**src/rtl/tx_mode_ctrl.sv**
```systemverilog
module tx_mode_ctrl #(
  parameter int MCLK_WIN  = 64,
  parameter int TCLK_WIN  = 64,
  parameter int RZ_HOLD   = 1200,
  parameter int AOS_EDGES = 16,
  parameter int UNI_RUN   = 16
) (
  input  logic clk,
  input  logic rst_n,
  input  logic tclk_i,
  input  logic mclk_i,
  input  logic pos_i,
  input  logic neg_i,
  output logic mark_p_o,
  output logic mark_n_o,
  output logic drv_en_o
);

  localparam int MW = $clog2(MCLK_WIN + 1);
  localparam int LW = $clog2(TCLK_WIN + 1);
  localparam int HW = $clog2(RZ_HOLD + 1);
  localparam int AW = $clog2(AOS_EDGES + 1);
  localparam int UW = $clog2(UNI_RUN + 1);
  localparam logic [MW-1:0] M_MAX = MW'(MCLK_WIN);
  localparam logic [LW-1:0] L_MAX = LW'(TCLK_WIN);
  localparam logic [HW-1:0] H_MAX = HW'(RZ_HOLD);
  localparam logic [AW-1:0] A_MAX = AW'(AOS_EDGES);
  localparam logic [UW-1:0] U_MAX = UW'(UNI_RUN);

  typedef enum logic [1:0] {ST_OFF, ST_NRZ, ST_RZ, ST_AOS} mode_t;

  logic [2:0]    tclk_q, mclk_q;
  logic [1:0]    pos_q, neg_q;
  logic [MW-1:0] mclk_age;
  logic [LW-1:0] lo_cnt;
  logic [HW-1:0] hi_cnt;
  logic [AW-1:0] aos_cnt;
  logic [UW-1:0] neg_run;
  logic          ami, mp, mn;
  logic          ami_nx, mp_nx, mn_nx;
  mode_t         state, state_nx;

  wire tclk_s    = tclk_q[1];
  wire pos_s     = pos_q[1];
  wire neg_s     = neg_q[1];
  wire tclk_fall = tclk_q[2] & ~tclk_q[1];
  wire tclk_rise = ~tclk_q[2] & tclk_q[1];
  wire mclk_rise = ~mclk_q[2] & mclk_q[1];
  wire mclk_pres = (mclk_age != M_MAX);
  wire idle      = (lo_cnt == L_MAX) & ~tclk_s;
  wire uni_now   = neg_s & mclk_pres & (neg_run == U_MAX);

  always_comb begin
    state_nx = state;
    case (state)
      ST_OFF: if (tclk_rise) state_nx = ST_NRZ;
      ST_NRZ: begin
        if (idle) state_nx = ST_OFF;
        else if (tclk_s && mclk_pres && aos_cnt == A_MAX) state_nx = ST_AOS;
        else if (tclk_s && !mclk_pres && hi_cnt == H_MAX) state_nx = ST_RZ;
      end
      default: begin
        if (idle) state_nx = ST_OFF;
        else if (tclk_fall) state_nx = ST_NRZ;
      end
    endcase
  end

  always_comb begin
    mp_nx  = mp;
    mn_nx  = mn;
    ami_nx = ami;
    if (state_nx == ST_OFF) begin
      mp_nx = 1'b0;
      mn_nx = 1'b0;
    end else begin
      case (state)
        ST_NRZ: if (tclk_fall) begin
          if (uni_now) begin
            mp_nx  = pos_s & ~ami;
            mn_nx  = pos_s & ami;
            ami_nx = ami ^ pos_s;
          end else begin
            mp_nx = pos_s & ~neg_s;
            mn_nx = neg_s & ~pos_s;
          end
        end
        ST_RZ: begin
          mp_nx = pos_s & ~neg_s;
          mn_nx = neg_s & ~pos_s;
        end
        ST_AOS: if (mclk_rise) begin
          mp_nx  = ~ami;
          mn_nx  = ami;
          ami_nx = ~ami;
        end
        default: ;
      endcase
    end
  end

  always_ff @(posedge clk or negedge rst_n) begin
    if (!rst_n) begin
      tclk_q   <= '0;
      mclk_q   <= '0;
      pos_q    <= '0;
      neg_q    <= '0;
      mclk_age <= M_MAX;
      lo_cnt   <= '0;
      hi_cnt   <= '0;
      aos_cnt  <= '0;
      neg_run  <= '0;
      ami      <= 1'b0;
      mp       <= 1'b0;
      mn       <= 1'b0;
      state    <= ST_OFF;
    end else begin
      tclk_q   <= {tclk_q[1:0], tclk_i};
      mclk_q   <= {mclk_q[1:0], mclk_i};
      pos_q    <= {pos_q[0], pos_i};
      neg_q    <= {neg_q[0], neg_i};
      mclk_age <= mclk_rise ? '0 : (mclk_pres ? mclk_age + 1'b1 : mclk_age);
      lo_cnt   <= tclk_s ? '0 : (lo_cnt == L_MAX ? lo_cnt : lo_cnt + 1'b1);
      hi_cnt   <= !tclk_s ? '0 : (hi_cnt == H_MAX ? hi_cnt : hi_cnt + 1'b1);
      aos_cnt  <= !tclk_s ? '0 :
                  ((mclk_rise && aos_cnt != A_MAX) ? aos_cnt + 1'b1 : aos_cnt);
      if (tclk_fall)
        neg_run <= !neg_s ? '0 : (neg_run == U_MAX ? neg_run : neg_run + 1'b1);
      ami      <= ami_nx;
      mp       <= mp_nx;
      mn       <= mn_nx;
      state    <= state_nx;
    end
  end

  assign mark_p_o = mp;
  assign mark_n_o = mn;
  assign drv_en_o = (state != ST_OFF);

  a_r9_marks_exclusive: assert property (@(posedge clk) disable iff (!rst_n)
    !(mark_p_o && mark_n_o));

  a_r8_idle_disables: assert property (@(posedge clk) disable iff (!rst_n)
    idle |=> !drv_en_o && !mark_p_o && !mark_n_o);

  a_r6_aos_exit_on_fall: assert property (@(posedge clk) disable iff (!rst_n)
    (state == ST_AOS && tclk_fall) |=> (state == ST_NRZ));

  a_r7_rz_entry_cond: assert property (@(posedge clk) disable iff (!rst_n)
    (state == ST_RZ && $past(state) != ST_RZ) |-> ($past(hi_cnt) == H_MAX && !$past(mclk_pres)));

endmodule

```
**config.mk**
```make
export PLATFORM = sky130hd
export DESIGN_NAME = tx_mode_ctrl
export DESIGN_NICKNAME = d
export VERILOG_FILES = /design/src/rtl/tx_mode_ctrl.sv
export SDC_FILE = /design/constraint.sdc
export NUM_CORES = 1
export LEC_CHECK = 0
export ABC_AREA = 1
export CORE_ASPECT_RATIO = 2
export CORE_MARGIN = 10
export CORE_UTILIZATION = 50
export DETAILED_ROUTE_END_ITERATION = 8
export PLACE_DENSITY = 0.65
export SKIP_LAST_GASP = 1
export SLEW_MARGIN = 20
export SYNTH_ARGS = -nofsm -noshare
export SYNTH_HDL_FRONTEND = slang
export SYNTH_SLANG_ARGS = --single-unit
```
**constraint.sdc**
```tcl
create_clock -name clk -period 1.8 [get_ports clk]
set_clock_uncertainty 0.15 [all_clocks]
set_input_delay 0.36 -clock clk [delete_from_list [all_inputs] [get_ports clk]]
set_output_delay 0.36 -clock clk [all_outputs]
set_load 0.05 [all_outputs]
```
==> reports/qor.yml <==
status:
  status: "completed"
yosys:
  syn_inst: 294
  synth.distinct_cells: 32
  ys_seq_area_share_pct: 49.8
  syn_nets: 312
  synth_common_cells: "dfrtp_1, inv_1, nand2_1, nor2_1, nand3_1"
  netlist_area_um2: 2510
  synth-edff-count: 0
  synth_warnings: 0
  yosys.area.top_type: "dfrtp_1"
  synth_ff_type: "dfrtp_1"
  avgSynthCellArea_um2: 8.55
  yosys-top-cells-area: "dfrtp_1, inv_1, ha_1"
  synthMostInstantiatedCell: "dfrtp_1"
  async_flop_share_pct: 100
  yosysTopAreaCellShare_pct: 48.8
  ys_ff_latch: 50
grt:
  grt_pass1_vias: 2050
  grt_overflow: 0
  grt_antenna_before_repair: 0
  groute.usage.overall_pct: 12.7
  grt_max_degree: 35
  grt_first_pass_wirelength_um: 8750
critical_path:
  rr_worst_depth: 10
  critPathCaptureType: "flop"
  path_cells: "inv_2, ha_4, nand4_1, nor2_2, buf_4, nor2_4, buf_4, buf_4, nand3_1, o21ai_0"
  max_stage_delay_ns: 0.40
  crit_path_top_delay_cell: "dfrtp_1"
  cp.required_ns: 1.84
  cp-start-kind: "flop"
  cp_max_fo: 4
  worstPathArrival_ns: 1.80
  path_common_cell: "buf_4"
  worst-setup-path-type: "flop to flop"
timing:
  max-slew-margin-rel_pct: 72.0
  setup_viol: 0
  fmax_ghz: 0.566
  rsz0062_at_grt: "yes"
  fin_crit_sh_pct: 98.1
  setup-tns-final_ns: 0
  worst_slew_pin_slew_ns: 0.421
  slew_viol_final: 0
  period_minus_slack_ns: 1.77
  hold_viol_final: 0
power_and_ir_drop:
  p_int_uw: 1680
  switching_share_pct: 28.7
  p_per_area_nw_per_um2: 775
  leakage_uw: 0.00144
  clkPwrFrac_pct: 28.9
  p_comb_share_pct: 17.3
  switchingPower_uw: 676
  worst_ir_drop_vdd_v: 0.000663
  p_seq_share_pct: 53.8
die:
  rows: 36
  die_y_um: 120
  ios: 9
  coreArea_um2: 4860
  initial_core_util_pct: 51.7
  die_area_um2: 8440
  die_width_um: 70.2
clocking:
  cts_buffers: 5
  cts_tree: "built"
  clockBufferDepth: 2
  cts.sinks: 50
  clkLatencyLatePin_ns: 0.31
  cts_max_level: 2
  ctsRootBufferMaster: "clkbuf_8"
  clkTransAtPathRegs_ns: 0.08
placement:
  place_inst: 368
  port_buffers: 8
  place.gp.congestion: 0.753
  dpl.hpwl_um: 3740
route:
  wire_per_inst_um: 13.0
  vias: 1974
  wl_um: 5070
  first_pass_iters: 4
  drtAntennaViolNets: 0
  drtIter0Drc: 82
  via_per_inst: 5.07
  drc: 0
min_path:
  hp-class: "flop to flop"
  hold_depth: 0
cells_and_area:
  syn_to_final_growth_pct: 21.0
  drive_gt1_share_pct: 24.4
  final_core_util_pct: 62.6
  final_nets: 349
  antenna_cells: 0
  fin_cells: 389
run:
  maxCapViolCount: 0
## flip-flops by register name, summed over array words and instances (netlist names), 2 cells and up
signal    count
hi_cnt       11
lo_cnt        7
mclk_age      7
aos_cnt       5
neg_run       5
mclk_q        3
tclk_q        3
neg_q         2
pos_q         2
state         2
## layer usage
metal / vias to the layer above / track usage, % / share of wire, %
li1: 1016 / - / -
met4: 0 / 6.70 / 2.5
met3: 11 / 2.78 / 1.8
met5: - / 0 / 0
met1: 936 / 10.9 / 36
met2: 11 / 25.6 / 60
## cell families (layout without fill, tap and decap cells)
group	after synthesis	after routing	synth area share, %
compound gates	45	45	9.85
xor+xnor	6	6	2.09
fa+ha+maj	12	12	5.97
buf+inv	53	91	7.91
flops	50	50	49.8
simple gates	128	128	24.4
## power by group through the flow
| stage | Clock, µW | Combinational, µW | Sequential [µW] |
|---|---|---|---|
| detailed placement | 0 | 354 | 1290 |
| global placement | 0 | 350 | 1280 |
| finish | 681 | 408 | 1270 |
| floorplan | 0 | 225 | 1280 |
| global route | 757 | 472 | 1280 |
| CTS | 710 | 359 | 1260 |
## critical path, delay by kind of cell (launching register included)
kind / cells / cell delay [ns]
fa+ha+maj: 1 / 0.13
buf+inv: 4 / 0.50
compound gates: 1 / 0.09
flops: 1 / 0.40
simple gates: 4 / 0.39
## path summary, 6_finish.rpt
check | start | end | slack, ns
setup / recovery | neg_run[1]$_DFFE_PN0P_ | neg_run[0]$_DFFE_PN0P_ | 0.03
max in group asynchronous | rst_n | mclk_age[6]$_DFFE_PN1P_ | 0.57
setup reg to reg | neg_run[1]$_DFFE_PN0P_ | neg_run[0]$_DFFE_PN0P_ | 0.03
hold / removal | mclk_q[0]$_DFF_PN0_ | mclk_q[1]$_DFF_PN0_ | 0.20
hold reg to reg | mclk_q[0]$_DFF_PN0_ | mclk_q[1]$_DFF_PN0_ | 0.20
min in group asynchronous | rst_n | mclk_q[2]$_DFF_PN0_ | 0.36
## per-stage QoR
stage          area, µm²  setup WS (ns)  power [µW]  hold slack, ns
2_1_floorplan       2510          0.142        1500         -0.0856
3_3_place_gp        2750       -0.00496        1630           0.165
3_5_place_dp        2750       -0.00839        1640           0.166
4_1_cts             2870        0.00231        2330           0.207
5_1_grt             3040        -0.0735        2510           0.216
6_report            3040         0.0335        2360           0.204
## timing repair
action,CTS,global route
gates cloned,0,0
pin swaps,1,14
hold buffers,1,0
resized for setup,2,30
setup endpoints to repair,4,8
setup buffers,1,11
endpoints found under the hold margin,16,0
## area by class of cell
type | count | area [µm²]
fill | 433 | 1820
sequential | 50 | 1250
multi-input combinational | 191 | 1160
timing repair buffer | 32 | 275
inverter | 51 | 191
clock buffer | 7 | 86.3
tap | 57 | 71.3
clock inverter | 1 | 5.00
## cells in the final DEF, fill, tap and decap left out, types with 5 or more instances in the layout
cell type / n
ha_1: 10
nand3_1: 19
nor3_2: 5
nor2_1: 29
buf_4: 24
nor3_1: 7
o21ai_0: 18
dfrtp_1: 49
nand3_2: 5
nand2_1: 37
a21oi_1: 17
inv_2: 14
inv_1: 37
nor2_2: 8
clkbuf_8: 6
(Power assumes the default switching activity.)
